--- src/rtl/hzd_pkg.sv ---
package hzd_pkg;
  typedef struct packed {
    logic stall;
    logic selA;
    logic selB;
  } hzdCtrlT;
endpackage

--- src/rtl/hzd_src_match.sv ---
module hzd_src_match #(
  parameter int REG_AW = 5
) (
  input  logic [REG_AW-1:0] src,
  input  logic              srcUsed,
  input  logic [REG_AW-1:0] exRd,
  input  logic              exRegWrite,
  input  logic [REG_AW-1:0] memRd,
  input  logic              memRegWrite,
  output logic              hitEx,
  output logic              hitMem
);
  localparam logic [REG_AW-1:0] ZERO_REG = '0;

  logic live;
  assign live   = srcUsed && (src != ZERO_REG);
  assign hitEx  = live && exRegWrite  && (exRd  == src);
  assign hitMem = live && memRegWrite && (memRd == src);
endmodule

--- src/rtl/hzd_ctrl.sv ---
module hzd_ctrl
  import hzd_pkg::*;
#(
  parameter int REG_AW = 5
) (
  input  logic [REG_AW-1:0] idRs,
  input  logic [REG_AW-1:0] idRt,
  input  logic              idUseRs,
  input  logic              idUseRt,
  input  logic [REG_AW-1:0] exRd,
  input  logic              exRegWrite,
  input  logic              exMemRead,
  input  logic [REG_AW-1:0] memRd,
  input  logic              memRegWrite,
  output hzdCtrlT           ctrl
);
  localparam int N_SRC = 2;
  localparam int SRC_A = 0;
  localparam int SRC_B = 1;

  logic [N_SRC-1:0][REG_AW-1:0] srcVec;
  logic [N_SRC-1:0]             srcUse;
  logic [N_SRC-1:0]             hitEx;
  logic [N_SRC-1:0]             hitMem;

  assign srcVec = {idRt, idRs};
  assign srcUse = {idUseRt, idUseRs};

  for (genvar g = 0; g < N_SRC; g++) begin : gMatch
    hzd_src_match #(.REG_AW(REG_AW)) uMatch (
      .src        (srcVec[g]),
      .srcUsed    (srcUse[g]),
      .exRd       (exRd),
      .exRegWrite (exRegWrite),
      .memRd      (memRd),
      .memRegWrite(memRegWrite),
      .hitEx      (hitEx[g]),
      .hitMem     (hitMem[g])
    );
  end

  logic stallA, stallB;

  always_comb begin
    // first operand: bypass only from memory stage next cycle
    stallA = (hitEx[SRC_A] && exMemRead) || (hitMem[SRC_A] && !hitEx[SRC_A]);
    // second operand: bypass only from writeback next cycle
    stallB = hitEx[SRC_B];
    ctrl.stall = stallA || stallB;
    ctrl.selA  = hitEx[SRC_A] && !exMemRead;
    ctrl.selB  = hitMem[SRC_B] && !hitEx[SRC_B];
  end
endmodule

--- src/rtl/hzd_sel_regs.sv ---
module hzd_sel_regs
  import hzd_pkg::*;
(
  input  logic    clk,
  input  logic    rstN,
  input  hzdCtrlT ctrl,
  output logic    pcWrite,
  output logic    ifIdWrite,
  output logic    idExBubble,
  output logic    fwdSelA,
  output logic    fwdSelB
);
  assign pcWrite    = !ctrl.stall;
  assign ifIdWrite  = !ctrl.stall;
  assign idExBubble =  ctrl.stall;

  always_ff @(posedge clk or negedge rstN) begin
    if (!rstN) begin
      fwdSelA <= 1'b0;
      fwdSelB <= 1'b0;
    end else if (ctrl.stall) begin
      fwdSelA <= 1'b0;
      fwdSelB <= 1'b0;
    end else begin
      fwdSelA <= ctrl.selA;
      fwdSelB <= ctrl.selB;
    end
  end
endmodule

--- src/rtl/hzd_fwd_unit.sv ---
module hzd_fwd_unit
  import hzd_pkg::*;
#(
  parameter int REG_AW = 5
) (
  input  logic              clk,
  input  logic              rstN,
  input  logic [REG_AW-1:0] idRs,
  input  logic [REG_AW-1:0] idRt,
  input  logic              idUseRs,
  input  logic              idUseRt,
  input  logic [REG_AW-1:0] exRd,
  input  logic              exRegWrite,
  input  logic              exMemRead,
  input  logic [REG_AW-1:0] memRd,
  input  logic              memRegWrite,
  output logic              pcWrite,
  output logic              ifIdWrite,
  output logic              idExBubble,
  output logic              fwdSelA,
  output logic              fwdSelB
);
  hzdCtrlT ctrl;

  hzd_ctrl #(.REG_AW(REG_AW)) uCtrl (
    .idRs(idRs), .idRt(idRt), .idUseRs(idUseRs), .idUseRt(idUseRt),
    .exRd(exRd), .exRegWrite(exRegWrite), .exMemRead(exMemRead),
    .memRd(memRd), .memRegWrite(memRegWrite), .ctrl(ctrl)
  );

  hzd_sel_regs uRegs (
    .clk(clk), .rstN(rstN), .ctrl(ctrl),
    .pcWrite(pcWrite), .ifIdWrite(ifIdWrite), .idExBubble(idExBubble),
    .fwdSelA(fwdSelA), .fwdSelB(fwdSelB)
  );

  localparam logic [REG_AW-1:0] R0 = '0;

  logic rsLive, rtLive;
  assign rsLive = idUseRs && (idRs != R0);
  assign rtLive = idUseRt && (idRt != R0);

  a_r2_load_rs_stall: assert property (@(posedge clk) disable iff (!rstN)
    (rsLive && exRegWrite && exMemRead && exRd == idRs) |-> idExBubble);

  a_r4_rt_ex_stall: assert property (@(posedge clk) disable iff (!rstN)
    (rtLive && exRegWrite && exRd == idRt) |-> (idExBubble && !pcWrite));

  a_r1_rs_forward: assert property (@(posedge clk) disable iff (!rstN)
    (rsLive && exRegWrite && !exMemRead && exRd == idRs && !idExBubble) |=> fwdSelA);

  a_r5_rt_forward: assert property (@(posedge clk) disable iff (!rstN)
    (rtLive && memRegWrite && memRd == idRt && !(exRegWrite && exRd == idRt)
     && !idExBubble) |=> fwdSelB);

  a_r8_bubble_clears: assert property (@(posedge clk) disable iff (!rstN)
    idExBubble |=> (!fwdSelA && !fwdSelB));

  a_r6_no_sources: assert property (@(posedge clk) disable iff (!rstN)
    (!rsLive && !rtLive) |-> (!idExBubble && pcWrite && ifIdWrite));
endmodule

--- config.mk ---
export PLATFORM = sky130hd
export DESIGN_NAME = hzd_fwd_unit
export DESIGN_NICKNAME = d
export VERILOG_FILES = /design/src/rtl/hzd_pkg.sv /design/src/rtl/hzd_src_match.sv /design/src/rtl/hzd_ctrl.sv /design/src/rtl/hzd_sel_regs.sv /design/src/rtl/hzd_fwd_unit.sv
export SDC_FILE = /design/constraint.sdc
export NUM_CORES = 1
export LEC_CHECK = 0
export ABC_AREA = 1
export BUFFER_PORTS_ARGS = -buffer_cell sky130_fd_sc_hd__buf_2
export CORE_UTILIZATION = 30
export CTS_CLUSTER_SIZE = 20
export DETAILED_ROUTE_END_ITERATION = 10
export PLACE_DENSITY = 0.58
export SYNTH_ARGS = -nofsm -noshare
export SYNTH_HDL_FRONTEND = slang
export SYNTH_HIERARCHICAL = 1
export SYNTH_SLANG_ARGS = --single-unit
--- constraint.sdc ---
create_clock -name clk -period 0.85 [get_ports clk]
set_input_delay 0.0425 -clock clk [delete_from_list [all_inputs] [get_ports clk]]
set_output_delay 0.0425 -clock clk [all_outputs]
set_load 0.005 [all_outputs]
**Word level (Yosys, flattened, before mapping)**

Index checks and enable logic that the tools add are counted.

- Eq/ne operators: 4
- Multiplexer cells: 2
- Reduce and logical (&&, ||, !) cells: 22

Operators by type and width:

| operator | number |
|---|---|
| $eq 5x5->1 | 4 |
| $logic_and 1x1->1 | 14 |
| $reduce_bool 5->1 | 2 |
| $logic_not 1->1 | 4 |
| $logic_or 1x1->1 | 2 |
| $mux 1 | 2 |

- Register bits after elaboration: 2
- Output and inout port bits: 5

**Longest topological paths before layout**

Gate-level depths: netlist (run 1).

- Depth in word-level cells: 9
- Mapped depth: 11
- Gate-level depth less buffers: 10

**By module**

The synthesis (run 1) kept the hierarchy.

By module, submodules not included:

| module | times used | cells an instance | area an instance (µm²) | seq. area each (µm²) |
|---|---|---|---|---|
| hzd_src_match | 2 | 57 | 221.5 | 0.0 |
| hzd_sel_regs | 1 | 9 | 83.8 | 50.0 |
| hzd_ctrl | 1 | 8 | 38.8 | 0.0 |

**Least setup slack after synthesis (run 1)**

No wires, ideal clock.

- Path type: input -> output
- Start point: input port idRs[3]
- End point: output port pcWrite
- Data arrival time: 820 ps
- Setup slack: -13 ps
- Cell stages on the path: 9
- Path buffers: 1
- Path through: inv_1 > nand3_1 > o21ai_0 > nor2_1 > inv_1 > nand2_2 > nand3_2 > inv_1 > buf_4

RTL lines:

| element | line | RTL |
|---|---|---|
| start: declaration | hzd_fwd_unit.sv:8 | `input logic [REG_AW-1:0] idRs,` |
| end: declaration | hzd_fwd_unit.sv:17 | `output logic pcWrite,` |

**Worst setup path in the final report (run 1)**

- Start point: input port exRd[2]
- End point: output port ifIdWrite

- Word-level cells in the longest chain between the ends: 7

RTL lines:

| element | line | RTL |
|---|---|---|
| start: declaration | hzd_fwd_unit.sv:12 | `input logic [REG_AW-1:0] exRd,` |
| $eq 5x5->1 (*) | hzd_src_match.sv:17 | `assign hitEx = live && exRegWrite && (exRd == src);` |
| $logic_and 1x1->1 (*) | hzd_src_match.sv:17 |  |
| via uCtrl.hitEx[0] | hzd_ctrl.sv:23 | `logic [N_SRC-1:0] hitEx;` |
| $logic_not 1->1 | hzd_ctrl.sv:46 | `stallA = (hitEx[SRC_A] && exMemRead) \|\| (hitMem[SRC_A] && !hitEx[SRC_A]);` |
| $logic_and 1x1->1 | hzd_ctrl.sv:46 |  |
| $logic_or 1x1->1 (*) | hzd_ctrl.sv:46 |  |
| $logic_or 1x1->1 (*) | hzd_ctrl.sv:49 | `ctrl.stall = stallA \|\| stallB;` |
| $logic_not 1->1 (*) | hzd_sel_regs.sv:14 | `assign ifIdWrite = !ctrl.stall;` |
| end: declaration | hzd_fwd_unit.sv:18 | `output logic ifIdWrite,` |

Mark *: on every way through the listed nets, which the timed path passes. The rest lies on a longest branch.

==> results of run 1 <==
cells in the mapped netlist:
library cell	instances	share of area (%)
nand2_1	57	38
nand2_2	3	3.3
nor2_1	24	16
o21ai_0	2	1.8
inv_1	26	17
buf_4	2	2.7
inv_2	8	5.3
nand3_2	1	1.8
nand3_1	6	5.3
dfrtp_1	2	8.8
timing repair:
| action | CTS | global route |
|---|---|---|
| pin swaps | 8 | 19 |
| hold buffers | 1 | 0 |
| resized for setup | 13 | 31 |
| endpoints found under the setup margin | 5 | 5 |
| endpoints found under the hold margin | 2 | 0 |
| cloned | 0 | 0 |
| setup buffers | 2 | 0 |
logic make-up (layout without fill, tap and decap cells):
logic type,count (synthesis),after routing
and+or+nand+nor,91,91
buffers and inverters,36,77
DFF,2,2
AOI/OAI and AO/OA,2,2
cell usage in the layout (no fill, tap or decap):
| cell | synthesis | final |
|---|---|---|
| buf_6 | 0 | 10 |
| nand3_2 | 1 | 1 |
| clkbuf_4 | 0 | 3 |
| nor2_4 | 0 | 2 |
| buf_4 | 2 | 10 |
| dfrtp_1 | 2 | 2 |
| o21ai_1 | 0 | 1 |
| inv_4 | 0 | 1 |
| buf_2 | 0 | 18 |
| nand2_1 | 57 | 49 |
| o21ai_2 | 0 | 1 |
| nor2_1 | 24 | 18 |
| buf_8 | 0 | 1 |
| dlygate4sd3_1 | 0 | 1 |
| inv_1 | 26 | 20 |
| nand2_2 | 3 | 11 |
| nor2_2 | 0 | 4 |
| nand3_1 | 6 | 5 |
| inv_2 | 8 | 13 |
| nand3_4 | 0 | 1 |
report_power, final:
| part | switching, W | internal, W | leakage [nW] |
|---|---|---|---|
| sequential | 0.000000196 | 0.0000968 | 0.0279 |
| clock | 0.0000559 | 0.000156 | 0.0138 |
| combinational | 0.000187 | 0.000179 | 0.579 |
| total | 0.000243 | 0.000431 | 0.621 |
final cells by class:
class	instances	area share, %
multi-input combinational	93	44.72
inverter	34	13.40
tap	25	3.222
sequential	2	5.155
clock buffer	3	2.320
timing repair buffer	40	31.19
worst paths after layout:
kind,to,slack (ns),depth (start not counted)
min in group asynchronous,uRegs/fwdSelB$_DFF_PN0_,0.14,2
max in group asynchronous,uRegs/fwdSelA$_DFF_PN0_,0.62,2
max,ifIdWrite,-0.16,12
min,uRegs/fwdSelA$_DFF_PN0_,0.06,4
registers in the layout, indices dropped and copies added (netlist names):
name and flops:
uRegs/fwdSelA 1, uRegs/fwdSelB 1
critical path, stage by stage:
cell	delay (ns)
buf_6	0.08
inv_1	0.04
nand2_1	0.05
nand2_1	0.07
nor2_2	0.11
nand3_2	0.10
nor2_4	0.11
inv_2	0.05
nand2_2	0.07
nand3_4	0.09
inv_4	0.07
buf_6	0.09
per-stage QoR:
| step | hold WS [ns] | setup TNS, ns | total power (W) | setup slack, ns | util (%) |
|---|---|---|---|---|---|
| 2_1_floorplan | -0.2531 | 0 | 0.0002418 | 0.01080 | - |
| 3_3_place_gp | -0.1741 | -1.201 | 0.0003806 | -0.2558 | 45.23 |
| 3_5_place_dp | -0.1720 | -1.281 | 0.0003837 | -0.2753 | 45.23 |
| 4_1_cts | 0.04621 | -0.5893 | 0.0006324 | -0.1923 | 50.11 |
| 5_1_grt | 0.08103 | -0.7691 | 0.0007299 | -0.2368 | 55.63 |
| 6_report | 0.06394 | -0.4501 | 0.0006741 | -0.1576 | 55.63 |
layer usage:
metal | wire, um | global-route usage (%) | up-vias | share of wire [%]
met2 | 870 | 30.29 | 28 | 52
li1 | - | - | 450 | -
met1 | 727 | 20.76 | 322 | 43
met5 | 0 | 0 | - | 0
met4 | 0 | 5.455 | 0 | 0
met3 | 75 | 1.190 | 0 | 4.5
==> results_dict.tcl, run 1 <==
set metrics [dict create \
    numClockSinks 2 \
    die_area_sq_um 2063 \
    fp-row-count 15 \
    dp_cells 192 \
    grt_overflow 0 \
    finalCriticalPeriod_ns 1.008 \
    clockBufferDepth 2 \
    wl_um 1672 \
    rsz0062_at_grt "yes" \
    finalWeightedCongestion 0.8720 \
    setup_violations 3 \
    synth_mux_area_share_pct 0 \
    via_per_inst 4.061 \
    yosysWarnings 6 \
    syn_nets 158 \
    min_from "exMemRead" \
    synth-xor-area-share_pct 0 \
    cts_root_buf "clkbuf_4" \
    tightest_slew_ns 0.2070 \
    cts_tree "built" \
    hold_path.class "input port to flop" \
    finalCritPeriodShare_pct 118.5 \
    wl_per_cell_um 8.487 \
    ios 32 \
    multi_input_area_sq_um 434.2 \
    seq_area_sq_um 50.05 \
    area_growth_pct 71.68 \
    synth-simple-area-share_pct 64.16 \
    drc_errors 0 \
    status "complete, but fails checks" \
    first_global_vias 669 \
    yosysUniqueCellTypes 10 \
    route.antenna.remaining_nets 0 \
    syn_area_per_cell_sq_um 4.317 \
    synth_top_family_by_area "simple AND/OR/NAND/NOR gates" \
    io_buffers 31 \
    synth_seq_cells 2 \
    nets 201 \
    startpoint "exRd[2]" \
    vias 800 \
    firstDrtPassIters 4 \
    cts_inserted_buffers 3 \
    worstSetupPathType "input port to primary output" \
    fin_cells 197 \
    start_util_pct 32.40 \
    netlist_area_sq_um 565.5 \
    violations "setup timing" \
    synthCells 131 \
    placedInstanceArea_sq_um 789.5 \
    grt_start_max_net_pins 5 \
    n_fill_cell 186 \
    antennaDiodeCount 0 \
    drt_iter0_drc 14 \
    final-hold-violation-count 0 \
    p_leak_nw 0.6210 \
    crit_arrival_ns 0.97 \
    antenna_found_initial 0 \
    die_width_um 45.42 \
    h-tree-depth 1 \
    max_freq_mhz 992.5 \
    yosysSeqAreaShare_pct 8.850 \
    drive_above_1_share_pct 44.19 \
    peakVddDrop_v 0.0003275 \
    final_area_sq_um 970.9 \
    max_cap_viol_count 0 \
    synth_fa_ha_area_share_pct 0 \
    slew_viol_final 0 \
    cp.required_ns 0.81 \
    dieHeight_um 45.42 \
    cp-start-kind "input port" \
    powerDensity_nw_per_um2 694.3 \
    slew_headroom_pct 86.11 \
    endpoint_kind "primary output" \
    dp_hpwl_um 1306 \
    synth-compound-area-share_pct 1.770 \
    grt_pass1_wl_um 2518 \
    path_clk_slew_ns 0.03 \
    core-area_sq_um 1745 \
    worst_slack_ns -0.1576 \
    track_usage_pct 16.79 \
    path_max_fanout 4 \
]
(Power assumes the default switching activity.)
==> inputs of run 2 (changes only) <==
--- a/config.mk
+++ b/config.mk
@@ -7,10 +7,11 @@
 export LEC_CHECK = 0
 export ABC_AREA = 1
 export BUFFER_PORTS_ARGS = -buffer_cell sky130_fd_sc_hd__buf_2
+export CORE_MARGIN = 1
 export CORE_UTILIZATION = 30
 export CTS_CLUSTER_SIZE = 20
 export DETAILED_ROUTE_END_ITERATION = 10
-export PLACE_DENSITY = 0.58
+export PLACE_DENSITY = 0.56
 export SYNTH_ARGS = -nofsm -noshare
 export SYNTH_HDL_FRONTEND = slang
 export SYNTH_HIERARCHICAL = 1
==> constraint.sdc (replaced) <==
create_clock -name clk -period 1 [get_ports clk]
set_input_delay 0.05 -clock clk [delete_from_list [all_inputs] [get_ports clk]]
set_output_delay 0.05 -clock clk [all_outputs]
set_load 0.005 [all_outputs]
==> results_dict.tcl, run 2 (synthesis results as in run 1) <==
set metrics [dict create \
    status "complete, but fails checks" \
    violations "setup timing" \
    hold_path.class "input port to flop" \
    first_global_vias 666 \
    reg_top3 "uRegs/fwdSelA (1), uRegs/fwdSelB (1)" \
    tightest_slew_ns 0.2015 \
    worst-path-buf-inv 5 \
    utilization_pct 57.42 \
    cts_tree "built" \
    final-hold-violation-count 0 \
    slew_viol_final 0 \
    rsz0062_at_grt "yes" \
    endpoint_kind "primary output" \
    path_cells "buf_8, inv_2, nand2_2, nand2_2, nor2_2, nand3_2, nor2_4, inv_2, nand2_2, nand3_4, inv_2, buf_6" \
    finalCritPeriodShare_pct 104.2 \
    grt_overflow 0 \
    cts_root_buf "clkbuf_4" \
    final_cell_mix "48 x nand2_1, 19 x inv_1, 18 x nor2_1" \
    final_area_sq_um 1002 \
    io_buffers 31 \
    h-tree-depth 1 \
    cpLargestDelayFamily "simple AND/OR/NAND/NOR gates" \
    finalWeightedCongestion 0.8633 \
    crit_arrival_ns 0.99 \
    setup_violations 3 \
    area_growth_pct 77.21 \
    peakVddDrop_v 0.0003853 \
    placedInstanceArea_sq_um 759.5 \
    crit_path_max_incr_delay_ns 0.13 \
    antennaDiodeCount 0 \
    power.switching_w 0.0002052 \
    antenna_found_initial 0 \
    cp.required_ns 0.95 \
    ios 32 \
    cp-start-kind "input port" \
    powerDensity_nw_per_um2 580.0 \
    track_usage_pct 17.59 \
    p_leak_nw 0.6222 \
    nets 198 \
    internal_power_w 0.0003761 \
    wl_per_cell_um 9.258 \
    grt_start_max_net_pins 5 \
    via_per_inst 4.206 \
    dp_hpwl_um 1367 \
    path_clk_slew_ns 0.03 \
    die_width_um 45.42 \
    drc_errors 0 \
    fp-row-count 15 \
    worstSetupPathType "input port to primary output" \
    crit_slowest_cell "nor2_2" \
    dieHeight_um 45.42 \
    firstDrtPassIters 4 \
    start_util_pct 32.40 \
    die_area_sq_um 2063 \
    finalCriticalPeriod_ns 1.042 \
    swShare_pct 35.30 \
    drt_iter0_drc 6 \
    numClockSinks 2 \
    final_common_cell "nand2_1" \
    clockBufferDepth 2 \
    max_freq_mhz 959.5 \
    combPwrFrac_pct 55.5 \
    route.antenna.remaining_nets 0 \
    worst_slack_ns -0.04217 \
    slew_headroom_pct 86.56 \
    core-area_sq_um 1745 \
    wl_um 1796 \
    drive_above_1_share_pct 44.38 \
    vias 816 \
    grt_pass1_wl_um 2566 \
    pwr-share-seq_pct 14.2 \
    cts_inserted_buffers 3 \
    clockPowerShare_pct 30.3 \
    path_max_fanout 4 \
    max_cap_viol_count 0 \
]
-- run 2: cell types whose count changed in the layout (fill, tap and decap cells not counted) --
cell / change
nand2_1: -1
inv_4: +4
buf_8: +4
inv_1: -1
inv_2: -3
buf_4: -5
nand2_2: +1
buf_6: +1
buf_2: -3
-- run 2: layout make-up --
class                   count  area, sq um
repair buffers             37        321.6
clock buffers               3        22.52
fillers                   194        743.2
multi-input cells          93        436.7
flip-flops and latches      2        50.05
well taps                  25        31.28
inverters                  34        140.1
-- run 2: path summary, 6_finish.rpt --
kind,from,to,cells after the start
worst max-delay path,exRd[2],ifIdWrite,12
worst min-delay path,exMemRead,uRegs/fwdSelA$_DFF_PN0_,4
max in group asynchronous,rstN,uRegs/fwdSelB$_DFF_PN0_,2
min in group asynchronous,rstN,uRegs/fwdSelA$_DFF_PN0_,2
-- run 2: repair_timing --
action / 4_1_cts / 5_1_grt
pin swaps: 6 / 25
hold buffers: 1 / 0
hold endpoints to repair: 2 / 0
buffers inserted: 2 / 0
resized for setup: 15 / 51
endpoints found under the setup margin: 3 / 5
-- run 2: per-stage QoR --
stage                     power [W]  setup slack (ns)  TNS (ns)  instances  hold slack (ns)
final                     0.0005813          -0.04217  -0.09461        194          0.08015
after global routing      0.0006410           -0.1083   -0.2823        194          0.09154
after CTS                 0.0005284          -0.05401   -0.1400        194          0.06277
after detailed placement  0.0003155           -0.1420   -0.6579        188          -0.1614
after global placement    0.0003124           -0.1077   -0.4549        188          -0.1656
after floorplan           0.0002052            0.1222         0        131          -0.2456
-- run 2: power groups by stage --
stage / Clock [W] / Sequential (W) / Combinational [W]
final: 0.000176 / 0.0000825 / 0.000323
after CTS: 0.000187 / 0.0000825 / 0.000259
after floorplan: 0 / 0.0000835 / 0.000122
after global placement: 0 / 0.0000833 / 0.000229
after detailed placement: 0 / 0.0000834 / 0.000232
after global routing: 0.000200 / 0.0000825 / 0.000358
-- run 2: worst min-delay path, cell delays in order --
cell and delay [ns]:
buf_2 0.10, nor2_1 0.04, inv_1 0.04, nor2_1 0.04
-- run 2: metal layers --
layer / GRT usage [%] / part of all wire [%] / vias up
li1: - / - / 446
met1: 20.48 / 39 / 338
met2: 31.14 / 54 / 28
met3: 1.984 / 5.0 / 4
met4: 9.091 / 1.6 / 0
met5: 0 / 0 / -
==> inputs of run 3 (changes only) <==
--- a/config.mk
+++ b/config.mk
@@ -7,11 +7,13 @@
 export LEC_CHECK = 0
 export ABC_AREA = 1
 export BUFFER_PORTS_ARGS = -buffer_cell sky130_fd_sc_hd__buf_2
+export CELL_PAD_IN_SITES_DETAIL_PLACEMENT = 0
+export CELL_PAD_IN_SITES_GLOBAL_PLACEMENT = 2
 export CORE_MARGIN = 1
-export CORE_UTILIZATION = 30
+export CORE_UTILIZATION = 17
 export CTS_CLUSTER_SIZE = 20
 export DETAILED_ROUTE_END_ITERATION = 10
-export PLACE_DENSITY = 0.56
+export PLACE_DENSITY = 0.74
 export SYNTH_ARGS = -nofsm -noshare
 export SYNTH_HDL_FRONTEND = slang
 export SYNTH_HIERARCHICAL = 1
==> results_dict.tcl, run 3 (synthesis results as in run 1) <==
set metrics [dict create \
    crit_arrival_ns 0.96 \
    totalPowerFinal_w 0.0005546 \
    busiest_layer "met2" \
    track_usage_pct 11.91 \
    io_buffers 31 \
    violations "setup timing" \
    drc_errors 0 \
    use_met2_pct 20.16 \
    setup_violations 2 \
    finalCriticalPeriod_ns 1.006 \
    first_global_vias 797 \
    worstHoldPathCells 4 \
    tightest_slew_ns 0.2120 \
    rsz0062_at_grt "yes" \
    path_max_fanout 3 \
    cts_root_buf "clkbuf_4" \
    final_common_cell "nand2_1" \
    max_cap_viol_count 0 \
    hold_path.class "input port to flop" \
    finalWeightedCongestion 0.7482 \
    route.antenna.remaining_nets 0 \
    cp-start-kind "input port" \
    die_area_sq_um 3561 \
    dp_cells 207 \
    peakVddDrop_v 0.0001185 \
    numClockSinks 2 \
    drt_iter0_drc 35 \
    drive_above_1_share_pct 43.20 \
    grt_util_met3_pct 1.948 \
    clockBufferDepth 2 \
    cts_inserted_buffers 3 \
    grt_start_max_net_pins 5 \
    dp_hpwl_um 1520 \
    die_width_um 59.68 \
    status "complete, but fails checks" \
    cp.required_ns 0.95 \
    endpoint_kind "primary output" \
    start_util_pct 18.23 \
    final_cell_mix "52 x nand2_1, 19 x inv_1, 17 x buf_2" \
    n_fill_cell 372 \
    whs_endpoint "uRegs/fwdSelA$_DFF_PN0_" \
    wl_um 1799 \
    cts_tree "built" \
    area_growth_pct 70.13 \
    final-hold-violation-count 0 \
    finalCritPeriodShare_pct 100.6 \
    reg_top3 "uRegs/fwdSelA (1), uRegs/fwdSelB (1)" \
    fp-row-count 20 \
    min_from "exMemRead" \
    dieHeight_um 59.68 \
    grt_use_met1_pct 14.82 \
    grt_overflow 0 \
    vias 779 \
    via_per_inst 3.657 \
    powerDensity_nw_per_um2 576.4 \
    core-area_sq_um 3103 \
    slew_viol_final 0 \
    fin_cells 213 \
    worstSetupPathType "input port to primary output" \
    wl_per_cell_um 8.446 \
    antennaDiodeCount 0 \
    max_freq_mhz 993.9 \
    ios 32 \
    p_leak_nw 0.6005 \
    h-tree-depth 1 \
    pre_cts_ws_ns -0.1515 \
    antenna_found_initial 0 \
    firstDrtPassIters 4 \
    path_clk_slew_ns 0.03 \
    grt_pass1_wl_um 3125 \
    slew_headroom_pct 85.77 \
    worst_slack_ns -0.006106 \
    nets 198 \
]
run 3: cell counts in the layout (fill, tap and decap cells not counted):
Identical to the previous run, type by type.
run 3: area by class of cell:
class / instances / area (sq um) / share of cell area, %
multi-input combinational: 93 / 421.7 / 43.82
timing repair buffer: 37 / 282.8 / 29.39
inverter: 34 / 130.1 / 13.52
tap: 44 / 55.05 / 5.722
sequential: 2 / 50.05 / 5.202
clock buffer: 3 / 22.52 / 2.341
run 3: worst max-delay path by stage:
stage / startpoint / end
after floorplan: idRs[3] / pcWrite
after detailed placement: exRd[1] / pcWrite
after CTS: exRd[1] / pcWrite
after global placement: exRd[1] / pcWrite
final: idRs[2] / pcWrite
after global routing: exRd[1] / ifIdWrite
run 3: stage by stage:
step	setup TNS (ns)	utilization [%]	hold slack [ns]	cell area, sq um
global placement	-0.4216	25.24	-0.1657	783.3
CTS	-0.03955	29.11	0.05019	903.4
floorplan	0	-	-0.2456	565.5
finish	-0.01098	31.01	0.07280	962.2
global route	-0.2378	31.01	0.07265	962.2
detailed placement	-0.6447	25.24	-0.1638	783.3
run 3: critical path, stage by stage:
cell and delay [ns]:
buf_4 0.10, inv_2 0.05, nand2_1 0.05, nand2_1 0.05
nor2_1 0.08, nand3_1 0.09, nor2_2 0.12, inv_2 0.06
nand2_2 0.08, nand3_4 0.08, inv_2 0.05, buf_2 0.10
run 3: repair_timing:
action                                 4_1_cts  5_1_grt
setup endpoints to repair                    3        5
pin swaps                                    7        9
endpoints found under the hold margin        2        0
setup buffers                                3        0
resized for setup                           22       23
hold buffers                                 1        0
run 3: power by group:
group | internal [W] | switching, W
Clock | 0.000132 | 0.0000461
Combinational | 0.000143 | 0.000151
Sequential | 0.0000823 | 0.000000198
Total | 0.000357 | 0.000197
run 3: routing by layer:
metal | up-vias | wire [um]
li1 | 445 | -
met1 | 304 | 863
met2 | 28 | 817
met3 | 2 | 111
met4 | 0 | 7
met5 | - | 0
